`src/rtl/fz_pkg.sv`:
```
package fz_pkg;
  typedef enum logic [1:0] {
    ST_IDLE = 2'd0,
    ST_READ = 2'd1,
    ST_EMIT = 2'd2
  } fz_state_t;
endpackage

```
`src/rtl/fz_read_timer.sv`:
```
// Counts the wait cycles of one memory read and fires on its last cycle.
module fz_read_timer #(
  parameter int WAIT_W = 4
) (
  input  logic              clk,
  input  logic              rst_n,
  input  logic              run,
  input  logic [WAIT_W-1:0] wait_lim,
  output logic              fire
);
  logic [WAIT_W-1:0] cnt;

  assign fire = run && (cnt == wait_lim);

  always_ff @(posedge clk or negedge rst_n) begin
    if (!rst_n)      cnt <= '0;
    else if (!run)   cnt <= '0;
    else if (fire)   cnt <= '0;
    else             cnt <= cnt + WAIT_W'(1);
  end
endmodule

```
`src/rtl/fz_addr_gen.sv`:
```
// Walks the read order: input k fastest, then group g; y advances per emitted sample.
module fz_addr_gen #(
  parameter int K_W   = 3,
  parameter int SEL_W = 4,
  parameter int CO_W  = 8
) (
  input  logic             clk,
  input  logic             rst_n,
  input  logic             clr,
  input  logic             step,
  input  logic             y_step,
  input  logic [K_W-1:0]   k_lim,
  input  logic [SEL_W-1:0] g_lim,
  output logic [K_W-1:0]   k_idx,
  output logic [SEL_W-1:0] sel,
  output logic [CO_W-1:0]  y_idx,
  output logic             last_k,
  output logic             last_g,
  output logic             last_y
);
  logic [SEL_W-1:0] g_idx;

  assign last_k = (k_idx == k_lim - K_W'(1));
  assign last_g = (g_idx == g_lim - SEL_W'(1));
  assign last_y = &y_idx;

  always_ff @(posedge clk or negedge rst_n) begin
    if (!rst_n) begin
      k_idx <= '0;
      g_idx <= '0;
      sel   <= '0;
    end else if (clr) begin
      k_idx <= '0;
      g_idx <= '0;
      sel   <= '0;
    end else if (step) begin
      if (last_k) begin
        k_idx <= '0;
        if (last_g) begin
          g_idx <= '0;
          sel   <= '0;
        end else begin
          g_idx <= g_idx + SEL_W'(1);
          sel   <= sel + SEL_W'(1);
        end
      end else begin
        k_idx <= k_idx + K_W'(1);
        sel   <= sel + SEL_W'(1);
      end
    end
  end

  always_ff @(posedge clk or negedge rst_n) begin
    if (!rst_n)      y_idx <= '0;
    else if (clr)    y_idx <= '0;
    else if (y_step) y_idx <= y_idx + CO_W'(1);
  end
endmodule

```
`src/rtl/fz_minmax_acc.sv`:
```
// MIN across the inputs of a group, MAX across the groups of one output point.
module fz_minmax_acc #(
  parameter int MU_W = 8
) (
  input  logic            clk,
  input  logic            rst_n,
  input  logic            clr,
  input  logic            take,
  input  logic            last_k,
  input  logic            last_g,
  input  logic [MU_W-1:0] rdata,
  output logic [MU_W-1:0] mu
);
  logic [MU_W-1:0] min_q, max_q, mn, mx;

  assign mn = (rdata < min_q) ? rdata : min_q;
  assign mx = (mn > max_q) ? mn : max_q;

  always_ff @(posedge clk or negedge rst_n) begin
    if (!rst_n) begin
      min_q <= '1;
      max_q <= '0;
      mu    <= '0;
    end else if (clr) begin
      min_q <= '1;
      max_q <= '0;
    end else if (take) begin
      if (last_k) begin
        min_q <= '1;
        if (last_g) begin
          max_q <= '0;
          mu    <= mx;
        end else begin
          max_q <= mx;
        end
      end else begin
        min_q <= mn;
      end
    end
  end

  // the running MIN never rises between group boundaries
  assert_min_monotone_R5: assert property (@(posedge clk) disable iff (!rst_n)
    ($past(take) && !$past(last_k) && !$past(clr)) |-> (min_q <= $past(min_q)));
endmodule

```
`src/rtl/fz_relational_seq.sv`:
```
module fz_relational_seq #(
  parameter int MU_W   = 8,
  parameter int CO_W   = 8,
  parameter int SEL_W  = 4,
  parameter int MAX_K  = 4,
  parameter int WAIT_W = 4
) (
  input  logic                  clk,
  input  logic                  rst_n,
  input  logic                  start,
  input  logic [$clog2(MAX_K+1)-1:0] num_inputs,
  input  logic [SEL_W-1:0]      num_groups,
  input  logic [WAIT_W-1:0]     read_wait,
  input  logic [MAX_K*CO_W-1:0] crisp_in,
  output logic [SEL_W+2*CO_W-1:0] mem_addr,
  output logic                  mem_rd,
  input  logic [MU_W-1:0]       mem_rdata,
  output logic                  out_valid,
  input  logic                  out_ready,
  output logic [CO_W-1:0]       out_y,
  output logic [MU_W-1:0]       out_mu,
  output logic                  busy,
  output logic                  done
);
  import fz_pkg::*;

  localparam int K_W    = $clog2(MAX_K+1);
  localparam int PROD_W = K_W + SEL_W;

  fz_state_t state;
  logic [MAX_K*CO_W-1:0] x_q;
  logic [K_W-1:0]        k_lim_q;
  logic [SEL_W-1:0]      p_q;
  logic [WAIT_W-1:0]     wait_q;
  logic [K_W-1:0]        k_idx;
  logic [SEL_W-1:0]      sel;
  logic [CO_W-1:0]       y_idx;
  logic                  last_k, last_g, last_y;
  logic                  fire, launch, hs;
  logic [K_W-1:0]        k_eff;
  logic [SEL_W-1:0]      p_eff;
  logic [CO_W-1:0]       x_cur;
  logic [PROD_W-1:0]     prod;

  assign launch = (state == ST_IDLE) && start;
  assign hs     = (state == ST_EMIT) && out_ready;

  always_comb begin
    if (num_inputs == '0)                   k_eff = K_W'(1);
    else if (int'(num_inputs) > MAX_K)      k_eff = K_W'(MAX_K);
    else                                    k_eff = num_inputs;
    p_eff = (num_groups == '0) ? SEL_W'(1) : num_groups;
  end

  always_ff @(posedge clk or negedge rst_n) begin
    if (!rst_n) begin
      x_q     <= '0;
      k_lim_q <= K_W'(1);
      p_q     <= SEL_W'(1);
      wait_q  <= '0;
    end else if (launch) begin
      x_q     <= crisp_in;
      k_lim_q <= k_eff;
      p_q     <= p_eff;
      wait_q  <= read_wait;
    end
  end

  always_ff @(posedge clk or negedge rst_n) begin
    if (!rst_n) begin
      state <= ST_IDLE;
      done  <= 1'b0;
    end else begin
      done <= 1'b0;
      case (state)
        ST_IDLE: if (start) state <= ST_READ;
        ST_READ: if (fire && last_k && last_g) state <= ST_EMIT;
        ST_EMIT: if (out_ready) begin
          if (last_y) begin
            state <= ST_IDLE;
            done  <= 1'b1;
          end else begin
            state <= ST_READ;
          end
        end
        default: state <= ST_IDLE;
      endcase
    end
  end

  fz_read_timer #(.WAIT_W(WAIT_W)) u_timer (
    .clk(clk), .rst_n(rst_n), .run(state == ST_READ),
    .wait_lim(wait_q), .fire(fire)
  );

  fz_addr_gen #(.K_W(K_W), .SEL_W(SEL_W), .CO_W(CO_W)) u_addr (
    .clk(clk), .rst_n(rst_n), .clr(launch), .step(fire),
    .y_step(hs && !last_y), .k_lim(k_lim_q), .g_lim(p_q),
    .k_idx(k_idx), .sel(sel), .y_idx(y_idx),
    .last_k(last_k), .last_g(last_g), .last_y(last_y)
  );

  fz_minmax_acc #(.MU_W(MU_W)) u_acc (
    .clk(clk), .rst_n(rst_n), .clr(launch), .take(fire),
    .last_k(last_k), .last_g(last_g), .rdata(mem_rdata), .mu(out_mu)
  );

  assign x_cur     = x_q[k_idx*CO_W +: CO_W];
  assign mem_addr  = {sel, x_cur, y_idx};
  assign mem_rd    = (state == ST_READ);
  assign out_valid = (state == ST_EMIT);
  assign out_y     = y_idx;
  assign busy      = (state != ST_IDLE);
  assign prod      = PROD_W'(k_lim_q) * PROD_W'(p_q);

  // address and read enable steady until the capture cycle
  assert_addr_steady_R4: assert property (@(posedge clk) disable iff (!rst_n)
    (mem_rd && !fire) |=> (mem_rd && $stable(mem_addr)));

  // a stalled sample holds
  assert_stall_hold_R8: assert property (@(posedge clk) disable iff (!rst_n)
    (out_valid && !out_ready) |=> (out_valid && $stable(out_y) && $stable(out_mu)));

  // done only after the transfer of the last point
  assert_done_after_last_R9: assert property (@(posedge clk) disable iff (!rst_n)
    done |-> ($past(out_valid && out_ready && (out_y == {CO_W{1'b1}})) && !busy));

  // the table select stays inside the K*p tables of the pass
  assert_sel_range_R3: assert property (@(posedge clk) disable iff (!rst_n)
    (mem_rd && (prod <= PROD_W'(2**SEL_W))) |-> (PROD_W'(sel) < prod));

  // a start while idle begins a pass
  assert_start_busy_R2: assert property (@(posedge clk) disable iff (!rst_n)
    (start && !busy) |=> busy);
endmodule

```
`config.mk`:
```
export PLATFORM = sky130hd
export DESIGN_NAME = fz_relational_seq
export DESIGN_NICKNAME = d
export VERILOG_FILES = /design/src/rtl/fz_pkg.sv /design/src/rtl/fz_read_timer.sv /design/src/rtl/fz_addr_gen.sv /design/src/rtl/fz_minmax_acc.sv /design/src/rtl/fz_relational_seq.sv
export SDC_FILE = /design/constraint.sdc
export NUM_CORES = 1
export LEC_CHECK = 0
export CAP_MARGIN = 20
export CORE_MARGIN = 2
export CORE_UTILIZATION = 60
export CTS_CLUSTER_DIAMETER = 80
export DETAILED_ROUTE_END_ITERATION = 16
export DONT_BUFFER_PORTS = 1
export GPL_TIMING_DRIVEN = 0
export PLACE_DENSITY = 0.76
export SLEW_MARGIN = 15
export SYNTH_ARGS = -nofsm -noshare
export SYNTH_HDL_FRONTEND = slang
export SYNTH_SLANG_ARGS = --single-unit
```
`constraint.sdc`:
```
create_clock -name clk -period 5.15 [get_ports clk]
set_clock_uncertainty 0.1 [all_clocks]
set_input_delay 0.515 -clock clk [delete_from_list [all_inputs] [get_ports clk]]
set_output_delay 0.515 -clock clk [all_outputs]
set_load 0.02 [all_outputs]
```
==> impl_summary.txt <==
----------------------------------------------------
[Yosys]
  Number of synthesized register bits ... just over 90
  Area share of the largest cell type after synthesis ... 43.1%
  Count of cell types in the netlist ... 44
  Combinational family with the most area after synthesis ... simple AND/OR/NAND/NOR gates
  Share of synthesized flip-flops with an asynchronous set or reset ... 100%
  Average instance area after synthesis ... about 9.7 sq um
  Compound-Gate Fraction of Synth Area ... 8.40%
  Number of flops mapped to enable cells by yosys ... 0
  Synth area leaders ... sky130_fd_sc_hd__dfrtp_1, sky130_fd_sc_hd__nand2_1, sky130_fd_sc_hd__ha_1
  Xor/xnor cell area share of the yosys netlist ... 4.54%
  Total nets after synthesis ... about 580
  Synth warn ... 0
  Gate Count Post-Synth ... approximately 500
  Leading register cell type out of synthesis ... sky130_fd_sc_hd__dfrtp_1
  Area share of and/or/nand/nor cells after synthesis ... 19.1%
  Share of synthesized area occupied by flip-flops and latches ... 48.5%
  Fraction of the mapped netlist area in adder cells ... 5.71%
  Syn Std Cell Area ... 0.00482 sq mm
  Multiplexer fraction of the synthesized cell area ... slightly above 8%
  Cell type with the highest aggregate area in the netlist ... sky130_fd_sc_hd__dfrtp_1

[Place]
  Count of port buffers added during placement ... 0
  RD Place Congestion ... 0.920
  Half-perimeter wire length after detailed placement ... 7400 um

[Power and ir drop]
  Power per Cell Area ... 572 mW/mm^2
  Leak ... 2.58 nW
  Worst vdd ir ... 0.243 mV

[Route]
  Post-route DRC violation count ... 0
  Detail-routed via count per cell ... 5.61
  Router iterations before antenna repair ... 4
  Total wire length after detailed routing ... 10300 um
  Wire length the detailed router placed on met1 ... 4340 um
  Drt first-iter violations ... 195
  Number of vias after detailed routing ... 3472
  Total length of routed met2 wires ... 5060 um
  Sum of met3 wire segment lengths after detailed routing ... 709 um
  Remaining number of nets flagged by the antenna check after routing ... 0
  Wirelength per Cell ... around 17 um
  Uppermost layer routed ... met4

[STA]
  Final worst hold slack ... about 0.14 ns
  Relative slew slack ... 52.6%
  Achievable clock frequency ... ~240 MHz
  Setup-violating endpoint count in the final report ... 0
  Count of pins over their slew limit ... 0
  Post-route setup TNS ... 0 ns
  Hold Fails Final Rpt ... 0
  Unrepaired setup endpoints after global routing ... no
  Post-route clock period utilization ... around four fifths
  Pin slew with the least headroom to its limit ... 0.709 ns
  Final critical delay including setup and external delays ... 4.21 ns

[Cells and area]
  Util after Layout ... roughly two thirds
  Leading cell types in the layout, fill and taps excluded ... sky130_fd_sc_hd__nand2_1, sky130_fd_sc_hd__dfrtp_1, sky130_fd_sc_hd__nor2_1
  Syn-to-layout area delta ... 7.13%
  Most common cell after layout, fill and taps aside ... sky130_fd_sc_hd__nand2_1
  Number of inserted diodes ... 0
  Final layout net count ... ~590
  Ratio of cells with drive above 1 in the final layout ... around 11%

[Run status]
  Run status ... completed

[Clock network]
  CTS root buffer ... sky130_fd_sc_hd__clkbuf_8
  Clock-pin slew reported for the worst setup and hold paths after clock tree synthesis ... 0.10 ns
  Post-CTS repair timing setup buffer count ... 0
  Deepest clock path buffer count ... 2
  Number of buffers added by the clock tree synthesis step ... 9
  CTS sink cnt ... 93
  Clock tree from TritonCTS ... done
  Clock Latency Late Sink ... between 0.3 and 0.4 ns
  Htree depth ... 3

[Min path]
  Worst Hold Endpoint ... x_q[5]
  Min-Delay Path Depth ... 2
  Class of the tightest hold or removal check ... in2reg
  Worst Hold Launch ... crisp_in[5]

[Worst setup path]
  Launching point of the worst reg2reg path ... u_acc.min_q[1]
  Capture instance of the worst register-to-register path ... u_acc.mu[5]
  Arrival time of the worst setup path ... approximately 4.4 ns
  Kind of launch point of the worst setup path ... flip-flop
  Critical Path Fanout Max ... 10
  Setup slack of the worst register-to-register path ... 0.94 ns
  Startpoint-to-endpoint class of the critical path ... reg2reg
  Type of element capturing the critical path ... flip-flop
  Worst-case reg-to-reg path depth ... 14
  Crit path required time ... 5.31 ns

[Floorplan]
  Total number of placement rows ... 32
  Chip height ... 93.7 um
  Die Span X ... roughly 94 um
  Area enclosed by the die boundary ... between 0.008 and 0.009 sq mm
  Starting density of the core ... 62.1%
  I/O pin count ... 95
  Area of the core region ... just under 0.008 sq mm

[GRT]
  Number of antenna violations at the first check in global routing ... 0
  Pin count of the biggest net entering global routing ... 94
  First-pass GRT wire length ... 17000 um
  Via count of the first global-routing pass ... 3588
  Overall overflow remaining after global route ... 0
  Gr usage total ... 25.5%

[Flow run]
  Maxcap violations ... 0

----------------------------------------------------
## synth_stat cells, drive strengths merged (2+ instances only)
| master | number |
|---|---|
| buf | 14 |
| and3 | 4 |
| nand4 | 7 |
| nor2b | 10 |
| mux4 | 8 |
| dfrtp | 83 |
| a31oi | 2 |
| a21oi | 8 |
| mux2i | 10 |
| nor3b | 2 |
| nand2b | 3 |
| a211oi | 2 |
| o21ai | 33 |
| nand3 | 8 |
| a32o | 8 |
| a22o | 2 |
| o22ai | 3 |
| ha | 22 |
| dfstp | 10 |
| nor3 | 2 |
| mux2 | 8 |
| clkbuf | 15 |
| nor2 | 30 |
| xnor2 | 13 |
| or3 | 2 |
| xor2 | 12 |
| inv | 24 |
| nand2 | 145 |
## flip-flops by register name, summed over array words and instances (netlist names)
register	flops
u_addr.sel	4
state	2
u_timer.cnt	4
u_acc.mu	8
u_acc.min_q	8
u_addr.y_idx	8
done	1
wait_q	4
u_addr.g_idx	4
k_lim_q	3
p_q	4
x_q	32
u_acc.max_q	8
u_addr.k_idx	3
## worst max-delay path: stages (launching register included)
cell and delay (ns):
sky130_fd_sc_hd__dfstp_2 0.55, sky130_fd_sc_hd__inv_1 0.04, sky130_fd_sc_hd__ha_1 0.26, sky130_fd_sc_hd__a2111o_1 0.40, sky130_fd_sc_hd__a211oi_4 0.45, sky130_fd_sc_hd__mux2_2 0.44
sky130_fd_sc_hd__ha_1 0.30, sky130_fd_sc_hd__nor2b_1 0.12, sky130_fd_sc_hd__o211ai_1 0.08, sky130_fd_sc_hd__a21oi_1 0.15, sky130_fd_sc_hd__o21ba_2 0.13, sky130_fd_sc_hd__buf_2 0.24
sky130_fd_sc_hd__clkbuf_1 0.45, sky130_fd_sc_hd__mux2i_1 0.30, sky130_fd_sc_hd__o21ai_1 0.08
## through the flow
step | area [sq um] | worst slack, ns | std cells | total power, W
finish | 5170 | 0.944 | 619 | 0.00296
global route | 5170 | 0.697 | 619 | 0.00320
CTS | 5170 | 0.947 | 619 | 0.00298
detailed placement | 4950 | 0.953 | 601 | 0.00251
global placement | 4950 | 1.05 | 601 | 0.00243
floorplan | 4820 | 1.40 | 499 | 0.00222
## layout make-up
class,count,area (sq um)
Fill cell,656,2600
Sequential cell,93,2340
Multi-Input combinational cell,353,2220
Buffer,29,170
Tap cell,102,128
Clock buffer,9,124
Inverter,24,90.1
Clock inverter,7,55.1
Timing Repair Buffer,2,37.5
## how the worst max path moves through the flow
stage | start | to | slack (ns) | cells past startpoint
after floorplan | u_acc.min_q[1] | u_acc.mu[6] | 1.40 | 14
after global placement | u_acc.min_q[1] | u_acc.mu[5] | 1.05 | 14
after detailed placement | u_acc.min_q[1] | u_acc.mu[5] | 0.95 | 14
after CTS | u_acc.min_q[1] | u_acc.mu[5] | 0.95 | 14
after global routing | u_acc.min_q[1] | u_acc.mu[6] | 0.70 | 14
final | u_acc.min_q[1] | u_acc.mu[5] | 0.94 | 14
## per-layer routing
| metal | track usage (%) | up-vias |
|---|---|---|
| li1 | - | 1692 |
| met1 | 31.2 | 1689 |
| met2 | 42.9 | 81 |
| met3 | 7.38 | 10 |
| met4 | 9.78 | 0 |
| met5 | 0 | - |
## kinds of logic (layout without fill, tap and decap cells)
| kind of cell | count (synthesis) | after routing |
|---|---|---|
| buffers and inverters | 53 | 71 |
| AND/OR/NAND/NOR | 218 | 218 |
| AO/OA/AOI/OAI | 62 | 62 |
| XOR/XNOR | 25 | 25 |
| flip-flops | 93 | 93 |
| multiplexers | 26 | 26 |
| adder cells (fa/ha/maj) | 22 | 22 |
## power breakdown
part           leakage [nW]  internal, W  switching [W]
Combinational          1.35     0.000555       0.000695
Clock                0.0870     0.000181       0.000270
Sequential             1.15      0.00102       0.000235
## repair_timing
action,4_1_cts,5_1_grt
gates resized for setup,0,0
hold buffers,2,0
hold endpoints to repair,93,0
No activity file was read; power rests on OpenSTA's default activity.
